### src/rtl/wdog_pkg.sv
package wdog_pkg;

   // Why the watchdog is being held off after monitor-mode entry
   typedef enum logic [1:0] {
      HOLD_NONE  = 2'd0,
      HOLD_VOLT  = 2'd1,
      HOLD_BLANK = 2'd2
   } hold_src_e;

   // Decoded bus events at the service address
   typedef struct packed {
      logic svc;     // write seen: restart the period
      logic rd_hit;  // read seen: return vector byte
   } bus_evt_t;

endpackage

### src/rtl/wdog_prescale.sv
module wdog_prescale #(
   parameter int unsigned PRE_BITS = 4
) (
   input  logic clk_i,
   input  logic arst_ni,
   input  logic clr_i,
   output logic tick_o
);

   generate
      if (PRE_BITS == 0) begin : g_direct
         assign tick_o = !clr_i;
      end else begin : g_divide
         localparam logic [PRE_BITS-1:0] PRE_LAST = '1;
         logic [PRE_BITS-1:0] pre_q;

         always_ff @(posedge clk_i or negedge arst_ni) begin
            if (!arst_ni)   pre_q <= '0;
            else if (clr_i) pre_q <= '0;
            else            pre_q <= pre_q + 1'b1;
         end

         assign tick_o = !clr_i && (pre_q == PRE_LAST);

         // a clear (stop, service, hold) leaves the prescaler at zero
         a_r8_prescale_cleared: assert property (@(posedge clk_i) disable iff (!arst_ni)
            clr_i |=> (pre_q == '0));
      end
   endgenerate

endmodule

### src/rtl/wdog_tickcount.sv
module wdog_tickcount #(
   parameter int unsigned LONG_TICKS  = 16383,
   parameter int unsigned SHORT_TICKS = 511
) (
   input  logic clk_i,
   input  logic arst_ni,
   input  logic clr_i,
   input  logic tick_i,
   input  logic fast_i,
   output logic expire_o
);

   localparam int unsigned MAX_TICKS = (LONG_TICKS > SHORT_TICKS) ? LONG_TICKS : SHORT_TICKS;
   localparam int unsigned CNT_W     = $clog2(MAX_TICKS);
   localparam logic [CNT_W-1:0] LONG_TERM  = CNT_W'(LONG_TICKS - 1);
   localparam logic [CNT_W-1:0] SHORT_TERM = CNT_W'(SHORT_TICKS - 1);
   localparam logic [CNT_W-1:0] MAX_TERM   = CNT_W'(MAX_TICKS - 1);

   logic [CNT_W-1:0] cnt_q;
   logic [CNT_W-1:0] term;
   logic             at_term;
   logic             expire_q;

   assign term    = fast_i ? SHORT_TERM : LONG_TERM;
   // >= so that a switch to the short rate past its limit still ends the period
   assign at_term = tick_i && (cnt_q >= term);

   always_ff @(posedge clk_i or negedge arst_ni) begin
      if (!arst_ni) begin
         cnt_q    <= '0;
         expire_q <= 1'b0;
      end else if (clr_i) begin
         cnt_q    <= '0;
         expire_q <= 1'b0;
      end else if (at_term) begin
         cnt_q    <= '0;
         expire_q <= 1'b1;
      end else begin
         expire_q <= 1'b0;
         if (tick_i) cnt_q <= cnt_q + 1'b1;
      end
   end

   assign expire_o = expire_q;

   a_r5_single_cycle: assert property (@(posedge clk_i) disable iff (!arst_ni)
      expire_q |=> !expire_q);

   a_r5_count_restarts: assert property (@(posedge clk_i) disable iff (!arst_ni)
      expire_q |-> (cnt_q == '0));

   a_r11_clear_wins: assert property (@(posedge clk_i) disable iff (!arst_ni)
      clr_i |=> !expire_q);

   a_r4_count_bounded: assert property (@(posedge clk_i) disable iff (!arst_ni)
      cnt_q <= MAX_TERM);

endmodule

### src/rtl/wdog_monguard.sv
module wdog_monguard
   import wdog_pkg::*;
(
   input  logic clk_i,
   input  logic por_ni,
   input  logic mon_enter_i,
   input  logic mon_hv_i,
   output logic hold_o
);

   hold_src_e state_q, state_d;

   always_comb begin
      state_d = state_q;
      if (state_q == HOLD_BLANK)        state_d = HOLD_BLANK;
      else if (mon_enter_i)             state_d = mon_hv_i ? HOLD_VOLT : HOLD_BLANK;
      else if (state_q == HOLD_VOLT && !mon_hv_i) state_d = HOLD_NONE;
   end

   // only a power-on reset releases a hold; system resets do not
   always_ff @(posedge clk_i or negedge por_ni) begin
      if (!por_ni) state_q <= HOLD_NONE;
      else         state_q <= state_d;
   end

   assign hold_o = mon_enter_i
                || (state_q == HOLD_BLANK)
                || (state_q == HOLD_VOLT && mon_hv_i);

   a_r10_blank_sticky: assert property (@(posedge clk_i) disable iff (!por_ni)
      (state_q == HOLD_BLANK) |=> (state_q == HOLD_BLANK));

   a_r9_volt_release: assert property (@(posedge clk_i) disable iff (!por_ni)
      (state_q == HOLD_VOLT && !mon_hv_i && !mon_enter_i) |=> (state_q == HOLD_NONE));

endmodule

### src/rtl/wdog_busdec.sv
module wdog_busdec
   import wdog_pkg::*;
#(
   parameter int unsigned ADDR_W = 16,
   parameter int unsigned DATA_W = 8,
   parameter logic [ADDR_W-1:0] SVC_ADDR = '1
) (
   input  logic [ADDR_W-1:0] addr_i,
   input  logic              wr_i,
   input  logic              rd_i,
   input  logic [DATA_W-1:0] vec_lo_i,
   output bus_evt_t          evt_o,
   output logic [DATA_W-1:0] rdata_o
);

   logic hit;

   assign hit          = (addr_i == SVC_ADDR);
   assign evt_o.svc    = wr_i && hit;
   assign evt_o.rd_hit = rd_i && hit;
   assign rdata_o      = evt_o.rd_hit ? vec_lo_i : '0;

endmodule

### src/rtl/wdog_vecsvc.sv
module wdog_vecsvc
   import wdog_pkg::*;
#(
   parameter int unsigned ADDR_W      = 16,
   parameter int unsigned DATA_W      = 8,
   parameter logic [ADDR_W-1:0] SVC_ADDR = '1,
   parameter int unsigned PRE_BITS    = 4,
   parameter int unsigned LONG_TICKS  = 16383,
   parameter int unsigned SHORT_TICKS = 511
) (
   input  logic              clk_i,
   input  logic              por_ni,
   input  logic              rst_ni,
   input  logic [ADDR_W-1:0] bus_addr_i,
   input  logic              bus_wr_i,
   input  logic              bus_rd_i,
   input  logic [DATA_W-1:0] bus_wdata_i,
   output logic [DATA_W-1:0] bus_rdata_o,
   input  logic [DATA_W-1:0] rst_vec_lo_i,
   input  logic              cfg_off_i,
   input  logic              cfg_fast_i,
   input  logic              wait_i,
   input  logic              stop_i,
   input  logic              mon_enter_i,
   input  logic              mon_hv_i,
   output logic              wdog_rst_o
);

   generate
      if (LONG_TICKS < 2 || SHORT_TICKS < 2) begin : g_bad_ticks
         $error("wdog_vecsvc: tick limits must be at least 2");
      end
      if (PRE_BITS > 24) begin : g_bad_pre
         $error("wdog_vecsvc: PRE_BITS out of range");
      end
      if (ADDR_W < 1 || DATA_W < 1) begin : g_bad_bus
         $error("wdog_vecsvc: bus widths must be non-zero");
      end
   endgenerate

   logic     arst_n;
   logic     mon_hold;
   logic     run_en;
   logic     cnt_clr;
   logic     pre_clr;
   logic     tick;
   logic     expire;
   bus_evt_t evt;

   // wait mode and write data do not change behaviour
   logic [DATA_W:0] unused_inputs;
   assign unused_inputs = {wait_i, bus_wdata_i};

   assign arst_n = rst_ni && por_ni;

   wdog_busdec #(
      .ADDR_W   (ADDR_W),
      .DATA_W   (DATA_W),
      .SVC_ADDR (SVC_ADDR)
   ) i_busdec (
      .addr_i   (bus_addr_i),
      .wr_i     (bus_wr_i),
      .rd_i     (bus_rd_i),
      .vec_lo_i (rst_vec_lo_i),
      .evt_o    (evt),
      .rdata_o  (bus_rdata_o)
   );

   wdog_monguard i_monguard (
      .clk_i       (clk_i),
      .por_ni      (por_ni),
      .mon_enter_i (mon_enter_i),
      .mon_hv_i    (mon_hv_i),
      .hold_o      (mon_hold)
   );

   assign run_en  = !cfg_off_i && !mon_hold;
   assign cnt_clr = evt.svc || !run_en;
   assign pre_clr = cnt_clr || stop_i;

   wdog_prescale #(
      .PRE_BITS (PRE_BITS)
   ) i_prescale (
      .clk_i   (clk_i),
      .arst_ni (arst_n),
      .clr_i   (pre_clr),
      .tick_o  (tick)
   );

   wdog_tickcount #(
      .LONG_TICKS  (LONG_TICKS),
      .SHORT_TICKS (SHORT_TICKS)
   ) i_tickcount (
      .clk_i    (clk_i),
      .arst_ni  (arst_n),
      .clr_i    (cnt_clr),
      .tick_i   (tick),
      .fast_i   (cfg_fast_i),
      .expire_o (expire)
   );

   assign wdog_rst_o = expire;

   a_r6_off_silent: assert property (@(posedge clk_i) disable iff (!arst_n)
      cfg_off_i |=> !wdog_rst_o);

   a_r8_stop_silent: assert property (@(posedge clk_i) disable iff (!arst_n)
      stop_i |=> !wdog_rst_o);

   a_r9_hold_silent: assert property (@(posedge clk_i) disable iff (!arst_n)
      mon_hold |=> !wdog_rst_o);

   a_r1_service_restart: assert property (@(posedge clk_i) disable iff (!arst_n)
      (bus_wr_i && bus_addr_i == SVC_ADDR) |=> !wdog_rst_o);

   a_r3_read_no_service: assert property (@(posedge clk_i) disable iff (!arst_n)
      (evt.rd_hit && !bus_wr_i) |-> !cnt_clr || !run_en);

endmodule

### config.mk
export PLATFORM = sky130hd
export DESIGN_NAME = wdog_vecsvc
export DESIGN_NICKNAME = d
export VERILOG_FILES = /design/src/rtl/wdog_pkg.sv /design/src/rtl/wdog_prescale.sv /design/src/rtl/wdog_tickcount.sv /design/src/rtl/wdog_monguard.sv /design/src/rtl/wdog_busdec.sv /design/src/rtl/wdog_vecsvc.sv
export SDC_FILE = /design/constraint.sdc
export NUM_CORES = 1
export LEC_CHECK = 0
export BUFFER_PORTS_ARGS = -buffer_cell sky130_fd_sc_hd__buf_4
export CAP_MARGIN = 20
export CORE_AREA = 2 2 61 63
export DETAILED_ROUTE_END_ITERATION = 10
export DIE_AREA = 0 0 63 65
export PLACE_DENSITY = 0.65
export SYNTH_ARGS = -nofsm -noshare
export SYNTH_HDL_FRONTEND = slang
export SYNTH_SLANG_ARGS = --single-unit
### constraint.sdc
create_clock -name clk_i -period 2.65 [get_ports clk_i]
set_input_delay 0.1325 -clock clk_i [delete_from_list [all_inputs] [get_ports clk_i]]
set_output_delay 0.1325 -clock clk_i [all_outputs]
set_load 0.05 [all_outputs]
==> metrics.yaml <==
clock_tree:
  numClockSinks: 21
  cts_buffers: 3
  hold_buffers: 2
  cts.clk_slew.worst_paths_ns: 0.12
  cts_tree: "built"
  cts.path.max_buffers: 2
  cts_resized: 0
  cts_root_buf: "clkbuf_4"
  post-cts-setup-buffer-count: 0
  worstSkewPairLatency_ns: 0.30
  cts_max_level: 1
sta:
  fmax_mhz: 441
  finalHoldViolations: 0
  worst_pin_slew_ns: 0.872
  slew_headroom: 0.418
  finClkSkew_ns: 0.00430
  fin_setup_tns_ns: 0
  rsz0062_at_grt: "false"
  timing.final.crit_period_ns: 2.27
  fin_crit_sh: 0.856
  slew_violations: 0
  setup_viol: 0
grt:
  grt-ovfl-total: 0
  grtUsageTotal: 0.170
  antenna_found_initial: 0
  grt_max_degree: 27
  grt_pass1_wl_mm: 5.53
  grt_pass1_vias: 1298
synthesis:
  ys_types: 38
  synth_edf_count: 0
  synth_top_area_share: 0.394
  postSynthCellCount: 139
  synth_top_cell_by_area: "dfrtp_1"
  synth_ff_type: "dfrtp_1"
  syn_area_um2: 1330
  ys_ff_latch: 21
  synthTopCellsByArea: "dfrtp_1, ha_1, a211oi_1, and3_2, nand3_1"
  postSynthAreaPerCell_um2: 9.60
  syn-num-nets: 190
  yosys_warnings: 0
  yosysSeqAreaShare: 0.394
  async_reset_ff_frac: 1.00
floorplan:
  fp-row-count: 22
  die_w_um: 63
  core_um2: 3500
  die_y_um: 65
  die_area_um2: 4100
  num_io_pins: 52
  start_util: 0.382
worst_setup_path:
  path_cells: "ha_1, nand4b_1, o2111ai_1, a21oi_2, o21ai_0, a211oi_1"
  worst-r2r-setup-slack_ns: 0.38
  crit_path_max_fanout: 26
  slowest_delay_ns: 0.66
  cp-end-kind: "register"
  rr_worst_depth: 6
  slowest_stage: "a21oi_2"
  reg2reg_from: "i_prescale.g_divide.pre_q[0]$_DFF_PN0_"
  worstPathRequired_ns: 2.86
  critPathArrivalTime_ns: 2.47
  timing.rr.end: "i_tickcount.cnt_q[3]$_DFFE_PN0P_"
  setup.worst_path.start_class: "register"
  crit_type: "reg2reg"
final_layout:
  layout_common_cells: "buf_4, dfrtp_1, a211oi_1, nand3_1"
  final_layout_size_suffix_gt1_frac: 0.328
  final_common_cell: "buf_4"
  syn_to_final_growth_pct: 30.2
  nets: 235
  fin_area_um2: 1740
  antenna_cells: 0
  finish.utilization: 0.497
placed_design:
  gp_congestion: 0.703
  port_buffers: 42
  place_area_um2: 1680
  dpl.hpwl_mm: 2.45
hold_path:
  hold_path_class: "in2async"
pwr:
  vdd.ir_drop.worst_uv: 132
  power_leakage_nw: 0.746
  p_per_area_nw_per_um2: 365
  total_power_mw: 0.633
detailed_routing:
  ant_nets: 0
  vias_per_cell: 5.50
  wirelength_mm: 3.20
  vias: 1270
  drc_errors: 0
  dr.first_iter.drc_count: 38
  dr.pass1.iters: 4
  wl_per_cell_um: 13.9
run_status:
  status: "finished, final reports clean"
run:
  maxCapViolations: 0
==> layout make-up <==
type / instances / area, um^2
fillers: 345 / 1760
multi-input cells: 109 / 766
flip-flops and latches: 21 / 526
repair buffers: 45 / 343
well taps: 48 / 60.1
clock buffers: 3 / 22.5
inverters: 4 / 15.0
clock inverters: 1 / 5.00
==> cells by family (layout without fill, tap and decap cells) <==
logic type | after synthesis | count (layout) | synth area share
compound gates | 37 | 37 | 0.190
fa+ha+maj | 8 | 8 | 0.0750
xor+xnor | 3 | 3 | 0.0197
buf+inv | 9 | 53 | 0.0319
simple gates | 61 | 61 | 0.289
flops | 21 | 21 | 0.394
==> routing by layer <==
layer,part of all wire,GRT usage,vias to the layer above
met2,0.54,0.316,23
li1,-,-,628
met3,0.027,0.0226,2
met4,0.0084,0.0722,0
met5,0,0,-
met1,0.42,0.193,617
==> sequential cells by signal (all words and copies together) (netlist names) <==
register	cells
i_tickcount.expire_o	1
i_monguard.state_q	2
i_prescale.g_divide.pre_q	4
i_tickcount.cnt_q	14
==> worst max-delay path by stage <==
stage	end	startpoint	slack [ns]
finish	i_tickcount.cnt_q[3]$_DFFE_PN0P_	i_prescale.g_divide.pre_q[0]$_DFF_PN0_	0.38
global route	i_tickcount.cnt_q[3]$_DFFE_PN0P_	i_prescale.g_divide.pre_q[0]$_DFF_PN0_	0.14
CTS	i_tickcount.cnt_q[3]$_DFFE_PN0P_	i_prescale.g_divide.pre_q[0]$_DFF_PN0_	0.34
detailed placement	i_tickcount.expire_o$_DFF_PN0_	i_tickcount.cnt_q[10]$_DFFE_PN0P_	0.39
global placement	i_tickcount.expire_o$_DFF_PN0_	i_tickcount.cnt_q[10]$_DFFE_PN0P_	0.46
floorplan	i_tickcount.cnt_q[3]$_DFFE_PN0P_	i_prescale.g_divide.pre_q[0]$_DFF_PN0_	0.76
==> cells in the mapped netlist (2+ instances only) <==
library cell,instances
or3_1,5
nand4_1,5
nand3_1,9
or4_1,6
dfrtp_1,21
nor2b_1,2
a21oi_1,4
o21ai_0,8
xnor2_1,2
clkbuf_1,2
nor2_1,3
nand2_1,8
ha_1,8
nor3_1,5
and3_2,8
a211oi_1,13
inv_1,4
o31ai_1,6
==> critical path, delay by kind of cell (launching register included) <==
kind | cells | cell delay [ns]
AO/OA/AOI/OAI | 4 | 1.31
flip-flops | 1 | 0.43
AND/OR/NAND/NOR | 1 | 0.19
adder cells (fa/ha/maj) | 1 | 0.24
==> where the power goes <==
part | switching [mW] | internal (mW)
sequential | 0.0162 | 0.335
combinational | 0.0711 | 0.0581
clock | 0.0968 | 0.0562
==> stage by stage <==
stage | std cells | setup slack, ns | hold WS, ns
floorplan | 139 | 0.764 | -0.163
global placement | 224 | 0.465 | -0.0803
detailed placement | 224 | 0.388 | -0.0794
CTS | 230 | 0.344 | 0.0637
global route | 231 | 0.138 | 0.0783
finish | 231 | 0.381 | 0.0350
Note: power is estimated with default switching activity, not from simulation.
